[config.mk]
export PLATFORM = sky130hd
export DESIGN_NAME = scroll_addr_gen
export DESIGN_NICKNAME = d
export VERILOG_FILES = /design/src/rtl/scroll_pkg.sv /design/src/rtl/scroll_regs.sv /design/src/rtl/scroll_addr_calc.sv /design/src/rtl/scroll_addr_gen.sv
export SDC_FILE = /design/constraint.sdc
export NUM_CORES = 1
export LEC_CHECK = 0
export BUFFER_PORTS_ARGS = -buffer_cell sky130_fd_sc_hd__buf_2
export CAP_MARGIN = 20
export CORE_AREA = 3 3 84 93
export CTS_BUF_LIST = sky130_fd_sc_hd__clkbuf_4 sky130_fd_sc_hd__clkbuf_8
export CTS_CLUSTER_SIZE = 12
export DETAILED_ROUTE_END_ITERATION = 10
export DIE_AREA = 0 0 87 96
export RECOVER_POWER = 100
export SLEW_MARGIN = 20
export SYNTH_ARGS = -nofsm -noshare
export SYNTH_HDL_FRONTEND = slang
export SYNTH_SLANG_ARGS = --single-unit
export TNS_END_PERCENT = 100
[constraint.sdc]
create_clock -name clk -period 3.5 [get_ports clk]
set_input_delay 0 -clock clk [delete_from_list [all_inputs] [get_ports clk]]
set_output_delay 0 -clock clk [all_outputs]
set_load 0.03 [all_outputs]
[src/rtl/scroll_pkg.sv]
package scroll_pkg;

  typedef enum logic [1:0] {
    SEL_START_HI = 2'd0,
    SEL_START_LO = 2'd1,
    SEL_FINE     = 2'd2,
    SEL_NONE     = 2'd3
  } reg_sel_e;

  // Working settings used for one whole frame
  typedef struct packed {
    logic [1:0] bank;
    logic [9:0] start;
    logic [2:0] fine;
  } frame_cfg_t;

endpackage

[src/rtl/scroll_regs.sv]
module scroll_regs #(
  parameter int DATA_W = 8,
  parameter int N_REGS = 3
) (
  input  logic                      clk,
  input  logic                      rst,
  input  logic                      wr_en,
  input  logic [1:0]                wr_sel,
  input  logic [DATA_W-1:0]         wr_data,
  input  logic                      frame_start,
  output scroll_pkg::frame_cfg_t    cfg
);
  import scroll_pkg::*;

  logic [DATA_W-1:0] hold [N_REGS];

  // One holding register per selectable address
  for (genvar i = 0; i < N_REGS; i++) begin : g_hold
    always_ff @(posedge clk) begin
      if (rst)
        hold[i] <= '0;
      else if (wr_en && (wr_sel == 2'(i)))
        hold[i] <= wr_data;
    end
  end

  // Frame-start copy: the same-cycle write is not visible here yet
  always_ff @(posedge clk) begin
    if (rst) begin
      cfg <= '0;
    end else if (frame_start) begin
      cfg.bank  <= hold[SEL_START_HI][5:4];
      cfg.start <= {hold[SEL_START_HI][1:0], hold[SEL_START_LO][7:0]};
      cfg.fine  <= hold[SEL_FINE][6:4];
    end
  end

endmodule

[src/rtl/scroll_addr_calc.sv]
module scroll_addr_calc #(
  parameter int ROW_CHARS = 40,
  parameter int ROW_W     = 5,
  parameter int COL_W     = 6
) (
  input  scroll_pkg::frame_cfg_t cfg,
  input  logic [2:0]             scan_cnt,
  input  logic [ROW_W-1:0]       row_cnt,
  input  logic [COL_W-1:0]       col_cnt,
  input  logic                   byte_sel,
  output logic [15:0]            addr_next
);
  localparam int CHAR_W = 10;

  logic [3:0]       scan_sum;
  logic [ROW_W:0]   row_eff;
  logic [31:0]      char_full;
  logic [CHAR_W-1:0] char_addr;

  always_comb begin
    scan_sum  = {1'b0, scan_cnt} + {1'b0, cfg.fine};
    row_eff   = {1'b0, row_cnt} + (ROW_W+1)'(scan_sum[3]);
    char_full = 32'(cfg.start) + 32'(row_eff) * 32'(ROW_CHARS) + 32'(col_cnt);
    char_addr = char_full[CHAR_W-1:0];
    addr_next = {cfg.bank, scan_sum[2:0], char_addr, byte_sel};
  end

endmodule

[src/rtl/scroll_addr_gen.sv]
module scroll_addr_gen #(
  parameter int ROW_CHARS = 40,
  parameter int ROW_W     = 5,
  parameter int COL_W     = 6,
  parameter int DATA_W    = 8
) (
  input  logic              clk,
  input  logic              rst,
  input  logic              wr_en,
  input  logic [1:0]        wr_sel,
  input  logic [DATA_W-1:0] wr_data,
  input  logic              frame_start,
  input  logic [2:0]        scan_cnt,
  input  logic [ROW_W-1:0]  row_cnt,
  input  logic [COL_W-1:0]  col_cnt,
  input  logic              byte_sel,
  output logic [15:0]       addr
);
  import scroll_pkg::*;

  frame_cfg_t  cfg;
  logic [15:0] addr_next;

  scroll_regs #(.DATA_W(DATA_W), .N_REGS(3)) u_regs (
    .clk         (clk),
    .rst         (rst),
    .wr_en       (wr_en),
    .wr_sel      (wr_sel),
    .wr_data     (wr_data),
    .frame_start (frame_start),
    .cfg         (cfg)
  );

  scroll_addr_calc #(.ROW_CHARS(ROW_CHARS), .ROW_W(ROW_W), .COL_W(COL_W)) u_calc (
    .cfg       (cfg),
    .scan_cnt  (scan_cnt),
    .row_cnt   (row_cnt),
    .col_cnt   (col_cnt),
    .byte_sel  (byte_sel),
    .addr_next (addr_next)
  );

  always_ff @(posedge clk) begin
    if (rst) addr <= '0;
    else     addr <= addr_next;
  end

endmodule

### After elaboration in Yosys (flattened, before gate mapping)

Memories as Yosys holds them, arrays and structs flattened. A register that Yosys moved wholly into a read port is not among the register bits.
Index checks and enable logic that the tools add are counted.

| storage, ports and cells | value |
|---|---|
| RAM bits | 24 |
| input port bits | 29 |
| output and inout bits | 16 |
| logic and storage cells | 30 |
| memories | 1 |
| register bits after elaboration | 16 |

Memory list:

| memory | depth | width | rd ports | clocked after memory_dff | wr ports | RTL line | text |
|---|---|---|---|---|---|---|---|
| u_regs.hold | 3 | 8 | 3 | 3 | 3 | scroll_regs.sv:15 | `logic [DATA_W-1:0] hold [N_REGS];` |

| operators by class | value |
|---|---|
| bitwise gates (word level) | 3 |
| $mul | 1 |
| muxes and demuxes | 14 |
| reduce and logical (&&, ||, !) cells | 4 |
| $add $sub $neg | 4 |
| eq/ne operators | 2 |

Operators by type and width:

| kind | number |
|---|---|
| $mux 8 | 3 |
| $mux 1 | 11 |
| $add 10x10->10 | 1 |
| $add 10x6->10 | 1 |
| $mul 6x3->7 const B | 1 |
| $add 5x1->6 | 1 |
| $add 3x3->4 | 1 |
| $logic_and 1x1->1 | 3 |
| $or 1x1->1 | 3 |
| $eq 2x1->1 const B | 1 |
| $eq 2x2->1 const B | 1 |
| $logic_not 2->1 | 1 |

### Logic depth before layout (Yosys ltp)

Gate-level depths: netlist (run 1).

| logic depth | value |
|---|---|
| word-level depth | 6 |
| gate-level depth with buffers | 16 |
| mapped depth without buffers | 16 |

### Hierarchy

From an unflattened synthesis (run 1), not the netlist that was laid out.

| second synthesis, totals | value |
|---|---|
| cells, all modules | 211 |
| area total of the unflattened synthesis | 2,461.1 µm² |

Modules (own cells, without submodules):

| module | sequential area each (µm²) | cells each | times used | area an instance (µm²) |
|---|---|---|---|---|
| scroll_regs | 750.7 | 87 | 1 | 1,154.9 |
| scroll_addr_calc | 0.0 | 91 | 1 | 842.1 |
| scroll_addr_gen | 320.3 | 33 | 1 | 464.2 |

### Worst setup path after synthesis (run 1)

OpenSTA, ideal clock, no wires.

| timing path | value |
|---|---|
| path kind | flip-flop to flip-flop |
| from | reg, netlist name u_regs.cfg[1] |
| to | reg addr[10] |
| cell stages (with the launch flop) | 16 |
| buffers on the path | 0 |
| slack | -87 ps |
| arrival | 3,460 ps |
| path through | dfxtp_1 -> ha_1 -> a21o_1 -> a21o_1 -> ha_1 -> ha_1 -> ha_1 -> ha_1 -> fa_1 -> ha_1 -> ha_1 -> nor3_1 -> o21ai_0 -> a31oi_1 -> xor2_1 -> nor2_1 |

| between the ends | value |
|---|---|
| longest elaborated chain between the ends | 5 |

RTL lines:

| item | RTL line | text |
|---|---|---|
| $add 3x3->4 | scroll_addr_calc.sv:21 | `scan_sum = {1'b0, scan_cnt} + {1'b0, cfg.fine};` |
| $add 5x1->6 | scroll_addr_calc.sv:22 | `row_eff = {1'b0, row_cnt} + (ROW_W+1)'(scan_sum[3]);` |
| $mul 6x3->7 | scroll_addr_calc.sv:23 | `char_full = 32'(cfg.start) + 32'(row_eff) * 32'(ROW_CHARS) + 32'(col_cnt);` |
| $add 10x10->10 | scroll_addr_calc.sv:23 |  |
| $add 10x6->10 | scroll_addr_calc.sv:23 |  |
| end signal, assigned | scroll_addr_gen.sv:45 | `else addr <= addr_next;` |
| end, declared | scroll_addr_gen.sv:17 | `output logic [15:0] addr` |

Every way passes these cells.
A chain may end at the register's enable or synchronous reset.

### Worst setup path in the final report (run 1)

| timing path | value |
|---|---|
| from | reg, netlist name u_regs.cfg[1] |
| to | reg addr[7] |

| between the ends | value |
|---|---|
| longest elaborated chain between the ends | 5 |

RTL lines:

| item | RTL line |
|---|---|
| $add 3x3->4 | scroll_addr_calc.sv:21 |
| $add 5x1->6 | scroll_addr_calc.sv:22 |
| $mul 6x3->7 | scroll_addr_calc.sv:23 |
| $add 10x10->10 | scroll_addr_calc.sv:23 |
| $add 10x6->10 | scroll_addr_calc.sv:23 |

Every way passes these cells.

==> results of run 1 <==
[timing repair]
| item | 4_1_cts | 5_1_grt |
|---|---|---|
| hold buffers | 7 | 0 |
| setup buffers | 0 | 2 |
| endpoints found under the hold margin | 10 | 0 |
| cloned | 0 | 0 |
| endpoints found under the setup margin | 4 | 4 |
| resized for setup | 21 | 16 |
| pin swaps | 15 | 14 |
[path summary, 6_finish.rpt]
check,start,to,slack [ns]
max,u_regs.cfg[1]$_SDFFE_PP0P_,addr[7]$_SDFF_PP0_,-0.01
max reg2reg,u_regs.cfg[1]$_SDFFE_PP0P_,addr[7]$_SDFF_PP0_,-0.01
min,wr_data[4],u_regs.hold[1][4]$_SDFFCE_PN0P_,0.01
min reg2reg,u_regs.cfg[13]$_SDFFE_PP0P_,addr[14]$_SDFF_PP0_,0.49
[worst reg2reg max path: stages (launching register included)]
cell,delay (ns)
dfxtp_2,0.35
ha_4,0.22
a21o_1,0.16
a21o_1,0.22
ha_4,0.18
ha_4,0.16
xor2_2,0.15
ha_2,0.32
inv_1,0.04
fa_1,0.49
inv_2,0.05
ha_4,0.25
or4b_2,0.67
o31a_1,0.12
nand3_1,0.07
[cell usage after synthesis, types with 2 or more instances]
master / n / area [um2]
buf_2: 2 / 10.01
nor2b_1: 8 / 50.05
ha_1: 27 / 337.8
a31o_2: 3 / 26.28
nand3_1: 3 / 15.01
buf_1: 2 / 7.510
xor2_1: 5 / 43.79
inv_1: 21 / 78.83
a21o_1: 5 / 37.54
or4b_2: 2 / 20.02
fa_1: 6 / 120.1
dfxtp_1: 31 / 620.6
o21ai_0: 5 / 25.02
clkbuf_1: 2 / 7.510
edfxtp_1: 15 / 450.4
nor2_1: 25 / 93.84
a211oi_1: 2 / 15.01
mux2i_1: 15 / 150.1
nand2b_1: 3 / 18.77
and2_1: 15 / 93.84
a21oi_1: 5 / 25.02
nor3_1: 5 / 25.02
xnor2_1: 5 / 43.79
[cell families after synthesis]
group,share of synthesized area (%)
AO/OA/AOI/OAI,6.351
XOR/XNOR,5.258
adder cells (fa/ha/maj),19.05
buffers and inverters,4.321
flip-flops,44.56
multiplexers,6.715
AND/OR/NAND/NOR,13.74
[stage by stage]
step,hold WS [ns],power [mW],cell area [um2]
6_report,0.009734,1.486,3156
5_1_grt,0.01613,1.585,3156
4_1_cts,0.0005876,1.476,3075
3_5_place_dp,0.2146,1.067,2775
3_3_place_gp,0.2073,1.062,2775
2_1_floorplan,0.1282,0.9423,2414
[power groups by stage]
stage | registers [mW] | logic [mW] | clock network [mW]
after floorplan | 0.708 | 0.234 | 0
after global placement | 0.639 | 0.422 | 0
after detailed placement | 0.639 | 0.427 | 0
after CTS | 0.627 | 0.496 | 0.352
after global routing | 0.635 | 0.574 | 0.376
final | 0.629 | 0.514 | 0.344
[layout make-up]
type / instances / area (um2) / area share, %
multi-input combinational: 147 / 1458 / 46.19
timing repair buffer: 61 / 349.1 / 11.06
clock inverter: 3 / 22.52 / 0.7137
clock buffer: 5 / 68.82 / 2.181
tap: 85 / 106.4 / 3.370
inverter: 21 / 78.83 / 2.498
sequential: 46 / 1072 / 33.98
[layout by cell type, fill, tap and decap left out, types with 9 or more instances in the layout]
| cell | netlist | final |
|---|---|---|
| clkbuf_1 | 2 | 16 |
| inv_1 | 21 | 20 |
| ha_1 | 27 | 14 |
| buf_2 | 2 | 28 |
| buf_4 | 0 | 9 |
| edfxtp_1 | 15 | 15 |
| dfxtp_1 | 31 | 30 |
| mux2i_1 | 15 | 15 |
| nor2_1 | 25 | 25 |
| ha_4 | 0 | 9 |
[per-layer routing]
metal	wire length, um	global-route usage, %	up-vias	part of all wire [%]
li1	-	-	863	-
met2	2192	19.24	25	50
met5	0	0	-	0
met3	158	2.483	7	3.6
met4	75	4.286	0	1.7
met1	1943	14.19	766	44
[state kept, by name (all words and copies together) (netlist names)]
name	flops
addr	16
u_regs.hold	15
u_regs.cfg	15
==> out/metrics.csv, run 1 <==
stage;metric;value;unit
cts;htree_levels;2;
global_route;grt_pass1_wl;7.500;mm
setup_path;path_class;reg -> reg;
pwr;pwr-share-clk;23.1;%
cells_and_area;insertedDiodeCount;0;
floorplan;coreArea;7007;um2
route;drt_iter0_drc;34;
route;route.detailed.drc;0;
floorplan;die_w;87;um
outcome;violations;setup timing;
timing;worst_pin_slew;0.6772;ns
floorplan;pin_count;45;
logic_synthesis;synth_cell_type_count;31;
cts;cts-root-buf;clkbuf_8;
worst_hold_path;holdCritPathClass;in -> reg;
setup_path;critPathCaptureType;register;
route;ant_nets;0;
outcome;status;finished with violations;
timing;rsz0062_at_grt;true;
floorplan;die_h;96;um
floorplan;initial_core_util;34.30;%
cells_and_area;drive_gt1_share;29.33;%
global_route;grt_util_all_layers;11.40;%
route;num_vias;1661;
setup_path;cpPeakStageDelay;0.67;ns
worst_hold_path;worstHoldPathCells;2;
pwr;swShare;33.61;%
route;drt-pass1-iter-count;2;
cts;cts_made_buffers;5;
route;wire_per_inst;11.87;um
global_route;grt_pass1_vias;1651;
timing;setup_tns;-0.01379;ns
cts;cts.clk_slew.worst_paths;0.09;ns
cts;clkLatencyLatePin;0.30;ns
timing;period_share;100.4;%
timing;period_needed;3.514;ns
pwr;p_per_area;471.0;nW/um2
timing;finalMaxSlewViolations;0;
setup_path;worstSetupPathDepth;14;
floorplan;rows;32;
cts;cts_sinks;46;
setup_path;r2r_cells;14;
timing;setup_ws;-0.01379;ns
pwr;seqPwrFrac;42.3;%
logic_synthesis;seq_area_frac_synth;44.56;%
pwr;combPwrFrac;34.6;%
timing;setup_violations;1;
logic_synthesis;syn_avg_cell_area;10.93;um2
global_route;overflow;0;
cells_and_area;fin_cells;368;
pwr;p_leak;1.406;nW
logic_synthesis;synth-seq-cells;46;
setup_path;crit_fanout;5;
logic_synthesis;ys_async_sr_fraction;0;%
logic_synthesis;synth_nets;282;
pwr;ir_worst_vdd;0.2818;mV
placed_design;dp.cells;351;
run;maxCapViolCount;0;
setup_path;startpoint_type;register;
placed_design;numPortBuffers;44;
logic_synthesis;synth_flop_cell;dfxtp_1;
timing;hold_violations;0;
logic_synthesis;synth-warning-count;0;
setup_path;slowest_stage;or4b_2;
logic_synthesis;syn_inst;220;
route;wirelength;4.369;mm
route;viasPerCell;4.514;
placed_design;dp_hpwl;3.253;mm
cells_and_area;fin_nets;344;
floorplan;die-area;8352;um2
setup_path;cp_cell_sequence;ha_4 > a21o_1 > a21o_1 > ha_4 > ha_4 > xor2_2 > ha_2 > inv_1 > fa_1 > inv_2 > ha_4 > or4b_2 > o31a_1 > nand3_1;
setup_path;critPathBufInv;2;
setup_path;cp_top_family;adder cells;
pwr;p_sw;499.5;uW
cells_and_area;final_util;45.04;%
placed_design;gp_congestion;0.7764;
cts;cts_tree;yes;
placed_design;place_ws;-0.1824;ns
timing;final.setup_skew;0.005902;ns
cts;clockBufferDepth;2;
logic_synthesis;synth_edf_count;15;
global_route;antenna_found_initial;0;
setup_path;crit_top_cell;ha_4;
timing;clock.fmax;0.2846;GHz
setup_path;cp_data_arrival_time;3.76;ns
timing;relSlewSlack;54.85;%
global_route;grt_max_degree;40;
setup_path;crit_required;3.75;ns
pwr;p_int;986.6;uW
cells_and_area;synthToLayoutAreaGrowth;31.29;%
logic_synthesis;synth.cell_area;2404;um2
cells_and_area;fillers;654;
No activity file was read; power rests on OpenSTA's default activity.
==> inputs of run 2 (changes only) <==
Settings changed: CELL_PAD_IN_SITES_DETAIL_PLACEMENT set to 1, CELL_PAD_IN_SITES_GLOBAL_PLACEMENT set to 1, PLACE_DENSITY_LB_ADDON set to 0.1.
==> out/metrics.csv, run 2 (same netlist as run 1, synthesis figures left out) <==
stage;metric;value;unit;change
cts;cts_made_buffers;5;;unchanged
timing;final.setup_skew;0.005199;ns;-0.0007028 ns
pwr;pwr-share-clk;26.6;%;+3.5 points
setup_path;crit_fanout;3;;-2
pwr;swShare;32.26;%;-1.4 points
timing;clock.fmax;0.2854;GHz;+0.28%
timing;rsz0062_at_grt;true;;
timing;finalMaxSlewViolations;0;;unchanged
cells_and_area;fin_cells;368;;unchanged
route;viasPerCell;4.601;;+1.9%
timing;setup_violations;1;;unchanged
cells_and_area;fin_nets;344;;unchanged
floorplan;die-area;8352;um2;unchanged
timing;worst_pin_slew;0.7496;ns;+0.07240 ns
global_route;antenna_found_initial;0;;unchanged
cells_and_area;synthToLayoutAreaGrowth;32.07;%;
cts;cts-root-buf;clkbuf_8;;
global_route;grt_util_all_layers;12.78;%;+1.4 points
route;wirelength;4.971;mm;+14%
cts;htree_levels;2;;unchanged
floorplan;rows;32;;unchanged
cells_and_area;insertedDiodeCount;0;;unchanged
cts;clkLatencyLatePin;0.30;ns;about the same
setup_path;r2r_slack;-0.004;ns;about the same
pwr;ir_worst_vdd;0.2396;mV;-15%
worst_hold_path;worstHoldPathCells;2;;unchanged
setup_path;cp_cell_sequence;ha_4 > a21o_1 > a21o_1 > ha_2 > nand3_4 > xnor2_4 > ha_4 > ha_4 > fa_2 > ha_4 > ha_4 > a21oi_1 > a21oi_1 > mux2_2;;
global_route;grt_max_degree;40;;unchanged
global_route;grt_pass1_wl;8.114;mm;+8.2%
cells_and_area;regArea;1072;um2;unchanged
pwr;seqPwrFrac;40.2;%;-2.1 points
pwr;p_int;1.060;mW;+7.4%
timing;relSlewSlack;49.64;%;-5.2 points
timing;period_share;100.1;%;-0.28 points
route;drt-pass1-iter-count;4;;+2
outcome;status;finished with violations;;
floorplan;die_h;96;um;unchanged
cells_and_area;fillers;799;;+22%
timing;period_needed;3.504;ns;-0.009702 ns
setup_path;cp_data_arrival_time;3.71;ns;-0.05 ns
setup_path;slowest_stage;fa_2;;
pwr;p_leak;1.423;nW;+1.2%
pwr;combPwrFrac;33.1;%;-1.5 points
cells_and_area;largest_register_ffs;16;;unchanged
route;ant_nets;0;;unchanged
cells_and_area;regMostFlops;addr;;
placed_design;gp_congestion;0.7927;;+2.1%
timing;hold_violations;0;;unchanged
floorplan;initial_core_util;34.30;%;unchanged
setup_path;critPathCaptureType;register;;
global_route;overflow;0;;unchanged
cells_and_area;mostFrequentLayoutCells;30 x dfxtp_1, 30 x buf_2, 25 x nor2_1, 21 x inv_1;;
floorplan;pin_count;45;;unchanged
setup_path;rr_endpoint;addr[9]$_SDFF_PP0_;;
setup_path;r2r-start;u_regs.cfg[1]$_SDFFE_PP0P_;;
placed_design;dp.cells;352;;+0.28%
setup_path;startpoint_type;register;;
setup_path;crit_required;3.70;ns;-0.05 ns
floorplan;die_w;87;um;unchanged
setup_path;r2r_cells;14;;unchanged
setup_path;path_class;reg -> reg;;
pwr;p_per_area;492.9;nW/um2;+4.6%
route;num_vias;1693;;+1.9%
route;drt_iter0_drc;25;;-26%
setup_path;crit_start;u_regs.cfg[1]$_SDFFE_PP0P_;;
placed_design;dp_hpwl;3.594;mm;+10%
cts;cts.clk_slew.worst_paths;0.09;ns;about the same
global_route;grt_pass1_vias;1709;;+3.5%
route;wire_per_inst;13.51;um;+14%
route;route.detailed.drc;0;;unchanged
cts;cts_sinks;46;;unchanged
floorplan;coreArea;7007;um2;unchanged
cells_and_area;largestRegisters;addr (16), u_regs.cfg (15), u_regs.hold (15);;
cells_and_area;multi_input_area;1445;um2;-0.86%
run;maxCapViolCount;0;;unchanged
setup_path;cpPeakStageDelay;0.55;ns;-0.12 ns
cells_and_area;drive_gt1_share;28.27;%;-1.1 points
setup_path;crit_top_cell;ha_4;;
timing;setup_ws;-0.004085;ns;+0.009702 ns
pwr;p_sw;504.6;uW;+1.0%
setup_path;crit_end;addr[9]$_SDFF_PP0_;;
cts;cts_tree;yes;;
cells_and_area;final_util;45.30;%;+0.27 points
worst_hold_path;holdCritPathClass;in -> reg;;
outcome;violations;setup timing;;
placed_design;numPortBuffers;44;;unchanged
cts;clockBufferDepth;2;;unchanged
==> run 2: cell count changes in the layout (fill, tap and decap cells not counted), moves of 2 or more <==
cell | before | now
and2_0 | 7 | 0
and2_1 | 8 | 15
buf_2 | 28 | 30
clkbuf_1 | 16 | 14
inv_6 | 2 | 0
==> run 2: cell type report <==
type                            instances  area share (%)
Clock buffer                            5           2.168
Clock inverter                          3           1.537
Inverter                               21           2.483
Multi-Input combinational cell        147           45.53
Sequential cell                        46           33.78
Tap cell                               85           3.350
Timing Repair Buffer                   61           11.15
==> run 2: how the worst min path moves through the flow <==
stage / startpoint / to / slack [ns]
global placement: byte_sel / addr[0]$_SDFF_PP0_ / 0.21
global route: wr_data[4] / u_regs.hold[0][4]$_SDFFCE_PN0P_ / 0.002
CTS: wr_data[4] / u_regs.hold[0][4]$_SDFFCE_PN0P_ / 0.002
floorplan: byte_sel / addr[0]$_SDFF_PP0_ / 0.13
finish: wr_data[4] / u_regs.hold[0][4]$_SDFFCE_PN0P_ / 0.003
detailed placement: byte_sel / addr[0]$_SDFF_PP0_ / 0.22
==> run 2: what timing repair did <==
item,4_1_cts,5_1_grt
hold endpoints to repair,12,0
hold buffers,8,0
cloned,0,0
setup buffers,0,0
setup endpoints to repair,4,4
pin swaps,15,15
gates resized for setup,25,9
==> run 2: stage by stage <==
step / setup WS [ns] / total power [mW] / TNS, ns / hold WS, ns / area [um2]
floorplan: 0.005976 / 0.9423 / 0 / 0.1282 / 2414
global placement: -0.1319 / 1.071 / -0.3915 / 0.2066 / 2783
detailed placement: -0.1784 / 1.077 / -0.5288 / 0.2231 / 2783
CTS: 0.008841 / 1.560 / 0 / 0.001891 / 3138
global route: -0.1600 / 1.669 / -0.4182 / 0.001729 / 3174
finish: -0.004085 / 1.564 / -0.004085 / 0.002700 / 3174
==> run 2: critical path, delay by kind of cell (launching register included) <==
kind	cells	cell delay [ns]
simple gates	1	0.11
compound gates	4	0.61
mux	1	0.35
flops	1	0.35
xor+xnor	1	0.14
fa+ha+maj	7	1.85
==> run 2: metal layers <==
layer	wire [um]	global-route usage, %
met4	69	4.675
met2	2462	21.71
met3	181	3.082
met1	2258	15.67
met5	0	0
==> run 2: power by group through the flow <==
stage / Sequential (mW) / Combinational (mW) / Clock [mW]
2_1_floorplan: 0.708 / 0.234 / 0
3_3_place_gp: 0.640 / 0.431 / 0
6_report: 0.629 / 0.519 / 0.417
3_5_place_dp: 0.641 / 0.436 / 0
4_1_cts: 0.629 / 0.498 / 0.433
5_1_grt: 0.636 / 0.577 / 0.456
==> inputs of run 3 (changes only) <==
Settings changed: CAP_MARGIN 20 to 15, CORE_AREA 3 3 84 93 to 3 3 94 105, DIE_AREA 0 0 87 96 to 0 0 97 108.
==> out/metrics.csv, run 3 (same netlist as run 1, synthesis figures left out) <==
stage;metric;value;unit;change
pwr;p_leak;1.414;nW;-0.65%
floorplan;rows;36;;+13%
pwr;ir_worst_vdd;0.1825;mV;-24%
setup_path;cp_data_arrival_time;3.66;ns;-0.05 ns
floorplan;coreArea;8874;um2;+27%
cts;clockBufferDepth;2;;unchanged
floorplan;die_h;108;um;+13%
setup_path;slowest_stage;fa_2;;
floorplan;pin_count;45;;unchanged
timing;setup_violations;0;;-1
route;drt_iter0_drc;46;;+84%
global_route;antenna_found_initial;0;;unchanged
cts;cts_sinks;46;;unchanged
placed_design;numPortBuffers;44;;unchanged
setup_path;path_class;reg -> reg;;
setup_path;cpPeakStageDelay;0.55;ns;about the same
route;wire_per_inst;13.16;um;-2.6%
setup_path;r2r_cells;14;;unchanged
global_route;grt_max_degree;40;;unchanged
cts;cts_tree;yes;;
pwr;p_sw;513.6;uW;+1.8%
cells_and_area;stdcell_area;3247;um2;+2.3%
timing;period_share;99.14;%;-0.97 points
cells_and_area;final_util;36.59;%;-8.7 points
timing;period_needed;3.470;ns;-0.03403 ns
cts;cts-root-buf;clkbuf_8;;
cells_and_area;drive_gt1_share;28.67;%;+0.40 points
global_route;overflow;0;;unchanged
timing;setup_ws;0.02995;ns;+0.03403 ns
cells_and_area;largest_register_ffs;16;;unchanged
setup_path;critPathBufInv;0;;unchanged
placed_design;place_area;2834;um2;+1.8%
cts;cts.clk_slew.worst_paths;0.10;ns;about the same
worst_hold_path;worstHoldPathCells;2;;unchanged
setup_path;crit_top_cell;ha_4;;
route;route.detailed.drc;0;;unchanged
cells_and_area;synthToLayoutAreaGrowth;35.09;%;
timing;hold_violations;0;;unchanged
cts;htree_levels;2;;unchanged
cells_and_area;fin_cells;400;;+8.7%
setup_path;critPathCaptureType;register;;
timing;rsz0062_at_grt;true;;
timing;relSlewSlack;50.28;%;+0.64 points
worst_hold_path;holdCritPathClass;in -> reg;;
setup_path;cp_cell_sequence;ha_4 > a21o_1 > a21o_1 > ha_2 > ha_4 > xor2_4 > ha_4 > ha_4 > fa_2 > ha_4 > ha_4 > a21oi_1 > a21oi_1 > mux2_2;;
cells_and_area;final_common_cell;dfxtp_1;;
floorplan;initial_core_util;27.09;%;-7.2 points
setup_path;crit_start;u_regs.cfg[1]$_SDFFE_PP0P_;;
timing;setup_tns;0;ns;+0.004085 ns
setup_path;crit_fanout;3;;unchanged
placed_design;place_ws;-0.2426;ns;-0.06420 ns
global_route;grt_pass1_wl;8.818;mm;+8.7%
timing;final.setup_skew;0.009658;ns;+0.004459 ns
placed_design;gp_congestion;0.7069;;-11%
cells_and_area;mostFrequentLayoutCells;30 x dfxtp_1, 28 x buf_2, 25 x nor2_1, 21 x inv_1, 16 x clkbuf_1;;
global_route;grt_util_all_layers;10.46;%;-2.3 points
pwr;p_int;1.066;mW;+0.54%
global_route;grt_pass1_vias;1860;;+8.8%
run;maxCapViolCount;0;;unchanged
setup_path;crit_required;3.69;ns;about the same
placed_design;dp_hpwl;3.911;mm;+8.8%
route;ant_nets;0;;unchanged
pwr;pwr-share-clk;26.6;%;about the same
floorplan;die-area;10480;um2;+25%
setup_path;worstSetupPathDepth;14;;unchanged
cts;cts_made_buffers;5;;unchanged
cells_and_area;fin_nets;347;;+0.87%
worst_hold_path;hold_path.startpoint;wr_data[4];;
pwr;p_per_area;486.4;nW/um2;-1.3%
cells_and_area;insertedDiodeCount;0;;unchanged
outcome;status;complete, no violations;;
route;num_vias;1713;;+1.2%
pwr;combPwrFrac;33.5;%;+0.4 points
setup_path;startpoint_type;register;;
cts;clkLatencyLatePin;0.30;ns;about the same
cells_and_area;largestRegisters;addr (16), u_regs.cfg (15), u_regs.hold (15);;
timing;clock.fmax;0.2882;GHz;+0.98%
timing;finalMaxSlewViolations;0;;unchanged
setup_path;cp_top_family;adder cells;;
floorplan;die_w;97;um;+11%
pwr;seqPwrFrac;39.8;%;-0.4 points
timing;worst_pin_slew;0.7401;ns;-0.009524 ns
route;viasPerCell;4.283;;-6.9%
placed_design;dp.cells;383;;+8.8%
setup_path;r2r-start;u_regs.cfg[1]$_SDFFE_PP0P_;;
route;drt-pass1-iter-count;2;;-2
route;wirelength;5.262;mm;+5.9%
cells_and_area;fillers;1020;;+28%
cells_and_area;regMostFlops;addr;;
pwr;swShare;32.52;%;+0.27 points
## run 3: cell types whose count changed in the layout (fill, tap and decap cells not counted), moves of 2 or more
cell,change
and2_0,+15
and2_1,-15
buf_2,-2
buf_4,+2
clkbuf_1,+2
## run 3: area by class of cell
type                    instances  area (um2)  area share [%]
clock buffers                   5       68.82           2.119
clock inverters                 3       48.80           1.503
inverters                      21       78.83           2.428
multi-input cells             147        1461           45.01
flip-flops and latches         46        1072           33.03
well taps                     114       142.6           4.393
repair buffers                 64       374.1           11.52
## run 3: worst paths after layout
check | endpoint | slack, ns
worst min register to register | addr[14]$_SDFF_PP0_ | 0.47
worst max-delay path | addr[9]$_SDFF_PP0_ | 0.03
worst min-delay path | u_regs.hold[0][4]$_SDFFCE_PN0P_ | 0.02
worst max register to register | addr[9]$_SDFF_PP0_ | 0.03
## run 3: per-stage QoR
step	power, mW	hold WS [ns]
finish	1.579	0.01720
global placement	1.083	0.2081
detailed placement	1.085	0.2215
floorplan	0.9423	0.1282
CTS	1.587	0.01233
global route	1.696	0.01067
## run 3: what timing repair did
action / 4_1_cts / 5_1_grt
endpoints found under the setup margin: 4 / 4
setup buffers: 0 / 1
hold endpoints to repair: 11 / 0
pin swaps: 15 / 17
gates resized for setup: 21 / 13
hold buffers: 8 / 0
cloned: 0 / 0
## run 3: power by group through the flow
| stage | sequential, mW | combinational (mW) | clock [mW] |
|---|---|---|---|
| 6_report | 0.629 | 0.530 | 0.420 |
| 5_1_grt | 0.638 | 0.592 | 0.465 |
| 4_1_cts | 0.630 | 0.516 | 0.441 |
| 3_5_place_dp | 0.641 | 0.444 | 0 |
| 3_3_place_gp | 0.640 | 0.443 | 0 |
| 2_1_floorplan | 0.708 | 0.234 | 0 |
## run 3: worst reg2reg max path, stage by stage (launching register included)
cell,delay (ns)
dfxtp_2,0.36
ha_4,0.19
a21o_1,0.14
a21o_1,0.20
ha_2,0.19
ha_4,0.19
xor2_4,0.17
ha_4,0.18
ha_4,0.16
fa_2,0.55
ha_4,0.21
ha_4,0.28
a21oi_1,0.06
a21oi_1,0.15
mux2_2,0.35
## run 3: layer usage
layer  GRT usage, %  vias to the layer above  routed length (um)
met1          12.34                      813                2317
met2          19.28                       25                2710
met5              0                        -                   0
met3          1.871                        5                 171
li1               -                      870                   -
met4          3.310                        0                  62
